[config.mk]
export PLATFORM = sky130hd
export DESIGN_NAME = irq_dist_regs
export DESIGN_NICKNAME = d
export VERILOG_FILES = /design/src/rtl/idr_pkg.sv /design/src/rtl/idr_bit_state.sv /design/src/rtl/idr_byte_array.sv /design/src/rtl/idr_cfg_store.sv /design/src/rtl/irq_dist_regs.sv
export SDC_FILE = /design/constraint.sdc
export NUM_CORES = 2
export LEC_CHECK = 0
export BUFFER_PORTS_ARGS = -buffer_cell sky130_fd_sc_hd__buf_2
export CORE_AREA = 4 4 578 580
export CTS_CLUSTER_DIAMETER = 30
export DETAILED_ROUTE_END_ITERATION = 6
export DIE_AREA = 0 0 582 584
export HOLD_SLACK_MARGIN = 0.15
export MAX_ROUTING_LAYER = met4
export PLACE_DENSITY_LB_ADDON = 0.15
export SLEW_MARGIN = 15
export SYNTH_ARGS = -nofsm -noshare
export SYNTH_HDL_FRONTEND = slang
export SYNTH_SLANG_ARGS = --single-unit
[constraint.sdc]
create_clock -name clk -period 1.65 [get_ports clk]
set_clock_uncertainty 0.05 [all_clocks]
set_input_delay 0.2475 -clock clk [delete_from_list [all_inputs] [get_ports clk]]
set_output_delay 0.2475 -clock clk [all_outputs]
set_load 0.01 [all_outputs]
[src/rtl/idr_pkg.sv]
package idr_pkg;

    typedef enum logic [3:0] {
        RG_NONE,
        RG_CTRL,
        RG_TYPE,
        RG_EN_SET,
        RG_EN_CLR,
        RG_PD_SET,
        RG_PD_CLR,
        RG_ACT,
        RG_PRIO,
        RG_TGT,
        RG_CFG
    } region_e;

    localparam logic [31:0] UNSUP_MASK = 32'h5555_5555;
    localparam int          SW_IRQS    = 16;
    localparam logic [7:0]  FIXED_TGT  = 8'h01;

    function automatic region_e decode_region(input logic [11:2] a);
        region_e r;
        r = RG_NONE;
        if (a[11:10] == 2'b01)       r = RG_PRIO;
        else if (a[11:10] == 2'b10)  r = RG_TGT;
        else if (a[11:8] == 4'hC)    r = RG_CFG;
        else if (a[11:7] == 5'd2)    r = RG_EN_SET;
        else if (a[11:7] == 5'd3)    r = RG_EN_CLR;
        else if (a[11:7] == 5'd4)    r = RG_PD_SET;
        else if (a[11:7] == 5'd5)    r = RG_PD_CLR;
        else if (a[11:7] == 5'd6)    r = RG_ACT;
        else if (a[11:2] == 10'd0)   r = RG_CTRL;
        else if (a[11:2] == 10'd1)   r = RG_TYPE;
        return r;
    endfunction

endpackage

[src/rtl/idr_bit_state.sv]
module idr_bit_state
    import idr_pkg::*;
#(
    parameter int NUM_LINES = 64,
    parameter int IDW       = $clog2(NUM_LINES)
) (
    input  logic                 clk,
    input  logic                 rst_n,
    input  logic                 wr_i,
    input  region_e              rg_i,
    input  logic [4:0]           widx_i,
    input  logic [31:0]          wdata_i,
    input  logic [NUM_LINES-1:0] pulse_i,
    input  logic                 ack_i,
    input  logic [IDW-1:0]       ack_id_i,
    input  logic                 eoi_i,
    input  logic [IDW-1:0]       eoi_id_i,
    output logic [NUM_LINES-1:0] en_o,
    output logic [NUM_LINES-1:0] pend_o,
    output logic [NUM_LINES-1:0] act_o,
    output logic [31:0]          rd_o
);

    localparam int NW = NUM_LINES / 32;
    localparam logic [NUM_LINES-1:0] SW_PROT = {{(NUM_LINES-SW_IRQS){1'b0}}, {SW_IRQS{1'b1}}};

    typedef struct packed {
        logic [NUM_LINES-1:0] en;
        logic [NUM_LINES-1:0] pend;
        logic [NUM_LINES-1:0] act;
    } bits_t;

    bits_t                st_d, st_q;
    logic [NUM_LINES-1:0] wmask;
    logic [NUM_LINES-1:0] ack_vec;
    logic [NUM_LINES-1:0] eoi_vec;
    logic [NUM_LINES-1:0] rd_src;

    always_comb begin
        wmask   = '0;
        ack_vec = '0;
        eoi_vec = '0;
        for (int w = 0; w < NW; w++) begin
            if (widx_i == 5'(w)) wmask[w*32 +: 32] = wdata_i;
        end
        for (int i = 0; i < NUM_LINES; i++) begin
            if (ack_i && ack_id_i == IDW'(i)) ack_vec[i] = 1'b1;
            if (eoi_i && eoi_id_i == IDW'(i)) eoi_vec[i] = 1'b1;
        end

        st_d = st_q;
        if (wr_i) begin
            case (rg_i)
                RG_EN_SET: st_d.en   = st_q.en | wmask;
                RG_EN_CLR: st_d.en   = st_q.en & ~wmask;
                RG_PD_SET: st_d.pend = st_q.pend | (wmask & ~SW_PROT);
                RG_PD_CLR: st_d.pend = st_q.pend & ~(wmask & ~SW_PROT);
                default: ;
            endcase
        end
        st_d.pend = (st_d.pend & ~ack_vec) | pulse_i;
        st_d.act  = (st_q.act & ~eoi_vec) | ack_vec;

        case (rg_i)
            RG_EN_SET, RG_EN_CLR: rd_src = st_q.en;
            RG_PD_SET, RG_PD_CLR: rd_src = st_q.pend;
            RG_ACT:               rd_src = st_q.act;
            default:              rd_src = '0;
        endcase
        rd_o = '0;
        for (int w = 0; w < NW; w++) begin
            if (widx_i == 5'(w)) rd_o = rd_src[w*32 +: 32];
        end
    end

    always_ff @(posedge clk or negedge rst_n) begin
        if (!rst_n) st_q <= '0;
        else        st_q <= st_d;
    end

    assign en_o   = st_q.en;
    assign pend_o = st_q.pend;
    assign act_o  = st_q.act;


    sgi_guard_chk: assert property (@(posedge clk) disable iff (!rst_n)
        (wr_i && (rg_i == RG_PD_SET || rg_i == RG_PD_CLR) && pulse_i[SW_IRQS-1:0] == '0
         && !(ack_i && ack_id_i < IDW'(SW_IRQS)))
        |=> $stable(pend_o[SW_IRQS-1:0]));


    pulse_set_chk: assert property (@(posedge clk) disable iff (!rst_n)
        (|pulse_i) |=> ((pend_o & $past(pulse_i)) == $past(pulse_i)));


    ack_active_chk: assert property (@(posedge clk) disable iff (!rst_n)
        ack_i |=> act_o[$past(ack_id_i)]);


    eoi_clear_chk: assert property (@(posedge clk) disable iff (!rst_n)
        (eoi_i && !(ack_i && ack_id_i == eoi_id_i)) |=> !act_o[$past(eoi_id_i)]);

endmodule

[src/rtl/idr_byte_array.sv]
module idr_byte_array #(
    parameter int         NUM_LINES  = 64,
    parameter int         LOCK_BELOW = 0,
    parameter logic [7:0] LOCK_VAL   = 8'h00
) (
    input  logic                   clk,
    input  logic                   rst_n,
    input  logic                   wr_i,
    input  logic                   sel_i,
    input  logic [7:0]             widx_i,
    input  logic [31:0]            wdata_i,
    output logic [NUM_LINES*8-1:0] bytes_o,
    output logic [31:0]            rd_o
);

    localparam int NWORDS = NUM_LINES / 4;

    typedef struct packed {
        logic [NUM_LINES*8-1:0] b;
    } arr_t;

    arr_t st_d, st_q;

    always_comb begin
        st_d = st_q;
        for (int i = 0; i < NUM_LINES; i++) begin
            if (i >= LOCK_BELOW && wr_i && sel_i && widx_i == 8'(i / 4))
                st_d.b[i*8 +: 8] = wdata_i[(i % 4)*8 +: 8];
        end
        rd_o = '0;
        for (int w = 0; w < NWORDS; w++) begin
            if (sel_i && widx_i == 8'(w)) rd_o = st_q.b[w*32 +: 32];
        end
    end

    always_ff @(posedge clk or negedge rst_n) begin
        if (!rst_n) begin
            for (int i = 0; i < NUM_LINES; i++)
                st_q.b[i*8 +: 8] <= (i < LOCK_BELOW) ? LOCK_VAL : 8'h00;
        end else begin
            st_q <= st_d;
        end
    end

    assign bytes_o = st_q.b;

    generate
        if (LOCK_BELOW > 0) begin : g_lock

            locked_bytes_chk: assert property (@(posedge clk) disable iff (!rst_n)
                (wr_i && sel_i) |=> $stable(bytes_o[LOCK_BELOW*8-1:0]));
        end
    endgenerate

endmodule

[src/rtl/idr_cfg_store.sv]
module idr_cfg_store
    import idr_pkg::*;
#(
    parameter int NUM_LINES = 64
) (
    input  logic                   clk,
    input  logic                   rst_n,
    input  logic                   wr_i,
    input  logic                   sel_i,
    input  logic [5:0]             widx_i,
    input  logic [31:0]            wdata_i,
    output logic [NUM_LINES*2-1:0] cfg_o,
    output logic                   unsup_o,
    output logic [31:0]            rd_o
);

    localparam int NCW = NUM_LINES / 16;

    typedef struct packed {
        logic [NUM_LINES*2-1:0] cfg;
        logic                   unsup;
    } cfg_t;

    cfg_t st_d, st_q;

    always_comb begin
        st_d = st_q;
        rd_o = '0;
        if (wr_i && sel_i) begin
            for (int w = 0; w < NCW; w++) begin
                if (widx_i == 6'(w)) st_d.cfg[w*32 +: 32] = wdata_i;
            end
            if ((wdata_i & UNSUP_MASK) != '0) st_d.unsup = 1'b1;
        end
        for (int w = 0; w < NCW; w++) begin
            if (sel_i && widx_i == 6'(w)) rd_o = st_q.cfg[w*32 +: 32];
        end
    end

    always_ff @(posedge clk or negedge rst_n) begin
        if (!rst_n) st_q <= '0;
        else        st_q <= st_d;
    end

    assign cfg_o   = st_q.cfg;
    assign unsup_o = st_q.unsup;


    unsup_flag_chk: assert property (@(posedge clk) disable iff (!rst_n)
        (wr_i && sel_i && (wdata_i & UNSUP_MASK) != '0) |=> unsup_o);


    unsup_sticky_chk: assert property (@(posedge clk) disable iff (!rst_n)
        unsup_o |=> unsup_o);

endmodule

[src/rtl/irq_dist_regs.sv]
module irq_dist_regs
    import idr_pkg::*;
#(
    parameter int NUM_LINES = 64,
    parameter int NUM_CPUS  = 4,
    parameter int IDW       = $clog2(NUM_LINES)
) (
    input  logic                   clk,
    input  logic                   rst_n,
    input  logic                   bus_req_i,
    input  logic                   bus_we_i,
    input  logic [11:0]            bus_addr_i,
    input  logic [31:0]            bus_wdata_i,
    output logic [31:0]            bus_rdata_o,
    output logic                   bus_ready_o,
    input  logic [NUM_LINES-1:0]   irq_pulse_i,
    input  logic                   ack_i,
    input  logic [IDW-1:0]         ack_id_i,
    input  logic                   eoi_i,
    input  logic [IDW-1:0]         eoi_id_i,
    output logic                   dist_en_o,
    output logic [NUM_LINES-1:0]   enable_o,
    output logic [NUM_LINES-1:0]   pending_o,
    output logic [NUM_LINES-1:0]   active_o,
    output logic [NUM_LINES*8-1:0] prio_o,
    output logic [NUM_LINES*8-1:0] target_o,
    output logic [NUM_LINES*2-1:0] trig_cfg_o,
    output logic                   cfg_unsup_o
);

    localparam logic [31:0] TYPE_WORD = 32'(((NUM_CPUS - 1) << 5) | (NUM_LINES / 32 - 1));

    typedef struct packed {
        logic        en;
        logic        ready;
        logic [31:0] rdata;
    } top_t;

    top_t        st_d, st_q;
    region_e     rg;
    logic        wr;
    logic [31:0] rd_bits, rd_prio, rd_tgt, rd_cfg;
    logic        unused_addr_lsb;

    assign rg              = decode_region(bus_addr_i[11:2]);
    assign wr              = bus_req_i && bus_we_i;
    assign unused_addr_lsb = ^bus_addr_i[1:0];

    idr_bit_state #(.NUM_LINES(NUM_LINES), .IDW(IDW)) bits_i (
        .clk      (clk),
        .rst_n    (rst_n),
        .wr_i     (wr),
        .rg_i     (rg),
        .widx_i   (bus_addr_i[6:2]),
        .wdata_i  (bus_wdata_i),
        .pulse_i  (irq_pulse_i),
        .ack_i    (ack_i),
        .ack_id_i (ack_id_i),
        .eoi_i    (eoi_i),
        .eoi_id_i (eoi_id_i),
        .en_o     (enable_o),
        .pend_o   (pending_o),
        .act_o    (active_o),
        .rd_o     (rd_bits)
    );

    idr_byte_array #(.NUM_LINES(NUM_LINES), .LOCK_BELOW(0), .LOCK_VAL(8'h00)) prio_i (
        .clk     (clk),
        .rst_n   (rst_n),
        .wr_i    (wr),
        .sel_i   (rg == RG_PRIO),
        .widx_i  (bus_addr_i[9:2]),
        .wdata_i (bus_wdata_i),
        .bytes_o (prio_o),
        .rd_o    (rd_prio)
    );

    idr_byte_array #(.NUM_LINES(NUM_LINES), .LOCK_BELOW(SW_IRQS), .LOCK_VAL(FIXED_TGT)) tgt_i (
        .clk     (clk),
        .rst_n   (rst_n),
        .wr_i    (wr),
        .sel_i   (rg == RG_TGT),
        .widx_i  (bus_addr_i[9:2]),
        .wdata_i (bus_wdata_i),
        .bytes_o (target_o),
        .rd_o    (rd_tgt)
    );

    idr_cfg_store #(.NUM_LINES(NUM_LINES)) cfg_i (
        .clk     (clk),
        .rst_n   (rst_n),
        .wr_i    (wr),
        .sel_i   (rg == RG_CFG),
        .widx_i  (bus_addr_i[7:2]),
        .wdata_i (bus_wdata_i),
        .cfg_o   (trig_cfg_o),
        .unsup_o (cfg_unsup_o),
        .rd_o    (rd_cfg)
    );

    always_comb begin
        st_d       = st_q;
        st_d.ready = bus_req_i;
        st_d.rdata = '0;
        if (wr && rg == RG_CTRL) st_d.en = bus_wdata_i[0];
        if (bus_req_i && !bus_we_i) begin
            case (rg)
                RG_CTRL:  st_d.rdata = {31'd0, st_q.en};
                RG_TYPE:  st_d.rdata = TYPE_WORD;
                RG_EN_SET, RG_EN_CLR, RG_PD_SET, RG_PD_CLR, RG_ACT:
                          st_d.rdata = rd_bits;
                RG_PRIO:  st_d.rdata = rd_prio;
                RG_TGT:   st_d.rdata = rd_tgt;
                RG_CFG:   st_d.rdata = rd_cfg;
                default:  st_d.rdata = '0;
            endcase
        end
    end

    always_ff @(posedge clk or negedge rst_n) begin
        if (!rst_n) st_q <= '0;
        else        st_q <= st_d;
    end

    assign dist_en_o   = st_q.en;
    assign bus_ready_o = st_q.ready;
    assign bus_rdata_o = st_q.rdata;


    ready_after_req_chk: assert property (@(posedge clk) disable iff (!rst_n)
        bus_req_i |=> bus_ready_o);


    no_spurious_ready_chk: assert property (@(posedge clk) disable iff (!rst_n)
        !bus_req_i |=> !bus_ready_o);


    ctrl_hold_chk: assert property (@(posedge clk) disable iff (!rst_n)
        !(wr && rg == RG_CTRL) |=> $stable(dist_en_o));

endmodule

* Yosys cells after proc, flatten, opt, wreduce, memory -nomap -nowiden
Cells that the tools add are included.
** Cells by class
- Equality and inequality tests :: 164
- Multiplexer cells :: 184
- Bitwise gates (word level) :: 12
- Reductions and logical operators :: 216
** Operators by type and width (number)
- $mux W32 :: 40
- $eq A6 B6 Y1 const B :: 64
- $and A64 B64 Y64 :: 4
- $not A64 Y64 :: 4
- $or A64 B64 Y64 :: 4
- $pmux W64 S2 :: 2
- $logic_and A1 B1 Y1 :: 198
- $eq A6 B5 Y1 const B :: 32
- $pmux W32 S6 :: 1
- $pmux W64 S3 :: 1
- $mux W1 :: 128
- $eq A6 B4 Y1 const B :: 16
- $eq A8 B4 Y1 const B :: 8
- $mux W64 :: 1
- $eq A6 B3 Y1 const B :: 8
- $eq A6 B2 Y1 const B :: 6
- $eq A8 B3 Y1 const B :: 4
- $reduce_bool A32 Y1 :: 1
- $mux W25 :: 1
- $eq A6 B1 Y1 const B :: 3
- $logic_not A6 Y1 :: 3
- $eq A4 B3 Y1 const B :: 4
- $eq A4 B4 Y1 const B :: 4
- $eq A8 B2 Y1 const B :: 2
- 20 further kinds :: 37
** Storage, ports and cells
- Register bits after elaboration :: 1251
- Bits of input ports :: 126
- Output and inout bits :: 1379
- Logic and storage cells :: 615

* Depth between registers and ports, before layout
- Depth in word-level cells :: 31
- Gate-level depth with buffers :: 11
- Depth with buffers taken out :: 7

* By module
A second synthesis with hierarchy kept.
** Second synthesis, totals
- Cells, all modules :: 5041
- Area total of the unflattened synthesis :: 61068.6 um^2
** By module, submodules not included
- idr_byte_array at prio_i :: times used 1, cells each 1847, area each 23795.3 um^2, sequential area each 12812.3 um^2
- idr_byte_array at tgt_i :: times used 1, cells each 1598, area each 19294.8 um^2, sequential area each 9609.2 um^2
- idr_bit_state :: times used 1, cells each 947, area each 9527.9 um^2, sequential area each 4804.6 um^2
- idr_cfg_store :: times used 1, cells each 362, area each 5894.4 um^2, sequential area each 3228.1 um^2
- irq_dist_regs :: times used 1, cells each 287, area each 2556.2 um^2, sequential area each 850.8 um^2

* Least setup slack after synthesis
OpenSTA, ideal clock, no wires.
- Kind :: input to register
- From :: in bus_addr_i[7]
- To :: reg prio_i.st_q (netlist bit prio_i.bytes_o[100])
- Library setup time :: 125 ps
- Arrival time :: 2258 ps
- Required time :: 1475 ps
- Setup slack :: -783 ps
- Stages on the path :: 8
- Buffers on the path :: 3
- Path through :: or4_1 buf_2 nor2_2 buf_2 nand2_1 nor2_1 buf_4 mux2_2
** Between the ends
- Longest elaborated chain between the ends :: 14
- Elaborated cells on any way between the ends :: 21
- Classes of those cells :: eq/ne (8); mux (10); reduce/logical (3)
** RTL lines
- from (decl) :: RTL line irq_dist_regs.sv:12 : input logic [11:0] bus_addr_i,
- $eq A10 B1 Y1 :: RTL line idr_pkg.sv:33 : else if (a[11:2] == 10'd1) r = RG_TYPE;
- $mux W2 :: RTL line idr_pkg.sv:33
- $mux W2 :: RTL line idr_pkg.sv:32 : else if (a[11:2] == 10'd0) r = RG_CTRL;
- $mux W3 :: RTL line idr_pkg.sv:31 : else if (a[11:7] == 5'd6) r = RG_ACT;
- $mux W3 :: RTL line idr_pkg.sv:30 : else if (a[11:7] == 5'd5) r = RG_PD_CLR;
- $mux W3 :: RTL line idr_pkg.sv:29 : else if (a[11:7] == 5'd4) r = RG_PD_SET;
- $mux W3 :: RTL line idr_pkg.sv:28 : else if (a[11:7] == 5'd3) r = RG_EN_CLR;
- $mux W3 :: RTL line idr_pkg.sv:27 : else if (a[11:7] == 5'd2) r = RG_EN_SET;
- $mux W4 :: RTL line idr_pkg.sv:26 : else if (a[11:8] == 4'hC) r = RG_CFG;
- $mux W4 :: RTL line idr_pkg.sv:25 : else if (a[11:10] == 2'b10) r = RG_TGT;
- $mux W4 :: RTL line idr_pkg.sv:24 : if (a[11:10] == 2'b01) r = RG_PRIO;
- $eq A4 B4 Y1 :: RTL line irq_dist_regs.sv:71 : .sel_i (rg == RG_PRIO),
- $logic_and A1 B1 Y1 :: RTL line idr_byte_array.sv:27 : if (i >= LOCK_BELOW && wr_i && sel_i && widx_i == 8'(i / 4))
- $logic_and A1 B1 Y1 (*) :: RTL line idr_byte_array.sv:27
- to (signal assigned) :: RTL line idr_byte_array.sv:41 : st_q <= st_d;
- to (decl) :: RTL line idr_byte_array.sv:22 : arr_t st_d, st_q;
Every way passes the cells marked *; elsewhere a longest branch is shown, timed or not.
A chain may end at the register's enable or synchronous reset.

==> run summary <==
The flow ran to the end, but the final reports show violations. The checks that failed: negative setup slack. Counting instances in the post-synthesis netlist gives the leading cell types as 1251 x dfrtp_1, 1025 x mux2_2, 268 x nand2_1. IR analysis of the VDD net gives a maximum drop of 0.0008250 V. The prevailing post-synth register cell is dfrtp_1. Wire length of the first global-routing pass: 699600 um.

The floorplan step defined a core boundary enclosing 329200 um2. The cell area that synthesis handed to floorplanning was 58720 um2. The count of boundary I/O pins is 1505. Counting instances, the worst hold path has a depth of 7.

dfrtp_1 is the most common cell in the netlist. For the depth of the CTS H-tree, the log shows 5. The run gives 45 as the number of antenna violations at the first check in global routing.

The number of synthesized register bits was 1251; the fraction of the core area covered by cells at the end of the flow was 37.16%. The floorplan step defined a die boundary enclosing 339900 um2. The run gives 211 as the number of cell rows. In this run the vertical extent of the chip is 584 um.

Final routed wire length divided by cell count: 39.79 um. On the critical path, the stage with the largest delay is an instance of a221oi_1. In this run, flip-flops and latches consume 25.8% of the power. In this run the worst path has a maximum fanout of 19. Counting distinct cell types in the post-synthesis netlist gives 87. The clock network is responsible for 65.8% of the overall power.

The total congestion overflow after global routing is 0. Combinational logic burns 8.4% of the power. The tools report the worst flop-to-flop path startpoint as prio_i.bytes_o[195]. The cell repeated most along the worst path is buf_4. The share of layout cells above drive strength 1 is 67.82%, and the global router's overall resource usage is 32.00%.

The final setup slack of the worst path was -0.7382 ns. The detailed-route DRC error count is 0, and the mean area per synthesized cell is 12.01 um2. Once the floorplan was initialized, standard cells occupied 17.84% of the core.

The end point of the most critical hold path was bits_i.act_o[21]. For the count of warnings emitted by yosys, the log shows 0. The number of detailed-routing iterations run before antenna repair is 6. The worst slew margin relative to its limit was 27.53%; the clock buffer count from CTS was 417.

Dividing total power by cell area gives a power density of 1014 nW/um2. Endpoint of the lowest-slack register-to-register path: bus_rdata_o[3]. STA puts the critical path data required time at 2.41 ns. The smallest clock period supported by the final layout is computed as 2.388 ns. The tools report the number of max-cap violations as 0.

The worst setup path is captured at a flip-flop. The worst setup path is launched from an input pin. The worst register-to-register path has a setup slack of -0.71 ns. For the post-layout net count, the log shows 9299. The worst path uses 144.7% of the clock period. The number of synthesized flops with an enable pin is 0. The fraction of synthesized cell area taken by the top area cell type came out at 53.32%. Traced cell by cell, the critical path runs through buf_8, buf_4, nand4b_1, buf_4, nor3_4, bufbuf_16, buf_4, a221oi_1, o21ai_0, a211o_1. The via count of the first global-routing pass is 67140. In this run the deepest clock path goes through 4 buffers. The clock reaches the later pin of the worst-skew pair after 0.98 ns.

The dominant cell type by area after synthesis was dfrtp_1. The logs give 4888 for the post-synthesis instance total and 0 for the count of final max-slew check failures. Setup repair after global routing could not meet its margin everywhere. The clock transition at the registers of the reported paths was 0.04 ns; the number of vias in the routed layout was 66810. The tree built by TritonCTS fans out to 1251 sinks. The static power due to leakage is 60.36 nW. The kind of critical path is input pin to flip-flop. Summed over all nets, the switching power comes to 0.03114 W. The pre-CTS setup slack is -2.262 ns, and the number of port buffers is 1374. After detailed routing, the total wire length is 554300 um. The async set-reset flop share out of synthesis was 100.0%.

The tools report the number of hold violations in the final report as 0. The final estimated routing congestion in global placement was 0.9503; the final-layout setup total negative slack was -436.83 ns. The number of cells on the worst reg-to-reg path works out to 3. Internal power comes to 0.09295 W. Net switching is 25.10% of the power. The delay of the slowest cell on the worst path is 0.66 ns, and the post-detailed-route via-to-cell ratio is 4.796. The area growth from synthesis to final layout was 108.4%. Counting the fill cells in the layout gives 32660. The maximum clock frequency is 418.7 MHz, and the post-placement cell area is 86910 um2. CTS placed an instance of clkbuf_16 at the clock tree root. For the cell area after layout, the log shows 122300 um2. The tools report the number of cells in the design after placement as 12110. Type of the tightest min-delay check: input pin to flip-flop.

The number of DRC markers after the initial detailed-route iteration is 6158, and the sequential area share after synthesis is 53.32%. In the post-synthesis netlist, the biggest area contributors are dfrtp_1 53%, mux2_2 20%, a22oi_1 2.7%. Measured along the x axis, the die boundary spans 582 um.

Entering global routing, the biggest net connects 99 pins. The tools report the startpoint of the tightest hold check path as ack_id_i[3]. Setup violations remaining at the end of the flow were counted as 2306. The arrival time reported for the critical path endpoint was 3.15 ns; the slew at the pin closest to its max-slew limit was 1.087 ns. The finished layout holds 13930 standard cells, fillers aside. TritonCTS built the clock tree.

Once detailed placement completed, the half-perimeter wirelength came to 438800 um. Number of nets with antenna violations after routing: 0.
-- kinds of logic after synthesis --
group | Yosys count | synth area share (%)
compound gates | 1203 | 13.98
buf+inv | 588 | 5.016
flops | 1251 | 53.32
mux | 1102 | 21.39
other cells | 2 | 0.01279
simple gates | 742 | 6.282
-- cell usage in the layout, fill, tap and decap left out, drive strengths merged, types with 13 or more instances in the layout --
cell type	Yosys	routed
a211oi	23	23
a21o	31	31
a21oi	207	207
a221o	13	13
a221oi	49	49
a222oi	59	59
a22o	39	39
a22oi	208	208
a31oi	90	90
and3	13	13
buf	337	4084
bufinv	0	42
clkbuf	246	610
clkinv	0	119
conb	2	128
dfrtp	1251	1251
diode	0	36
dlygate4sd3	0	215
inv	5	14
mux2	1041	1041
mux2i	43	43
mux4	18	18
nand2	272	272
nand2b	14	14
nand3	67	67
nand4	24	24
nor2	181	181
nor2b	21	21
nor3	70	70
nor4	26	26
o211ai	27	27
o21ai	223	223
o21bai	37	37
o221ai	30	30
o22ai	67	67
o31ai	13	13
-- final cells by class --
type	count	area, um2	share of cell area (%)
diodes	36	90.09	0.07364
multi-input cells	3175	27620	22.58
well taps	4366	5463	4.465
repair buffers	4323	42950	35.11
inverters	5	18.77	0.01534
clock buffers	594	12160	9.942
flip-flops and latches	1251	31600	25.83
clock inverters	180	2437	1.992
-- power groups by stage --
stage | clock network [W] | registers (W) | logic [W]
2_1_floorplan | 0 | 0.0324 | 0.00197
3_3_place_gp | 0 | 0.0324 | 0.00820
3_5_place_dp | 0 | 0.0324 | 0.00821
4_1_cts | 0.0824 | 0.0319 | 0.0102
5_1_grt | 0.0844 | 0.0320 | 0.0107
6_report | 0.0817 | 0.0320 | 0.0104
-- worst max path at each step --
stage,cells past startpoint,slack [ns],start,to
final,10,-0.74,bus_addr_i[3],bus_rdata_o[3]
after global routing,6,-0.69,bits_i.pend_o[35],bus_rdata_o[3]
after CTS,5,-0.76,bits_i.pend_o[38],bus_rdata_o[6]
after detailed placement,12,-2.26,bus_addr_i[9],bus_rdata_o[6]
after global placement,9,-3.24,bus_addr_i[7],bus_rdata_o[17]
after floorplan,7,-0.60,bus_addr_i[6],tgt_i.bytes_o[385]
-- registers in the layout (all words and copies together) (netlist names), named ones only --
register / flops
bus_ready_o: 1
bus_rdata_o: 32
bits_i.act_o: 64
tgt_i.bytes_o: 384
prio_i.bytes_o: 512
dist_en_o: 1
cfg_i.unsup_o: 1
cfg_i.cfg_o: 128
bits_i.pend_o: 64
-- worst max-delay path, delay by kind of cell --
family / cells / cell delay, ns
and+or+nand+nor: 2 / 0.27
AOI/OAI and AO/OA: 3 / 1.61
buffers and inverters: 5 / 0.97
-- metal layers --
metal | vias up | share of wire [%] | track usage [%]
li1 | 27000 | - | -
met1 | 35340 | 41 | 39.59
met2 | 3572 | 46 | 50.35
met3 | 892 | 7.1 | 6.797
met4 | 0 | 5.9 | 14.00
met5 | - | 0 | -
-- stage by stage --
step	hold slack, ns	total power, W
2_1_floorplan	-0.09809	0.03439
3_3_place_gp	0.1027	0.04063
3_5_place_dp	0.1054	0.04063
4_1_cts	0.1614	0.1246
5_1_grt	0.07493	0.1271
6_report	0.08896	0.1241
-- repair_timing --
| action | 4_1_cts | 5_1_grt |
|---|---|---|
| hold buffers | 211 | 12 |
| gates resized for setup | 2615 | 399 |
| buffers inserted | 712 | 162 |
| endpoints found under the hold margin | 2399 | 80 |
| pin swaps | 148 | 123 |
| cloned | 10 | 14 |
| setup endpoints to repair | 2243 | 2253 |
Power figures use the tool's default switching activity.
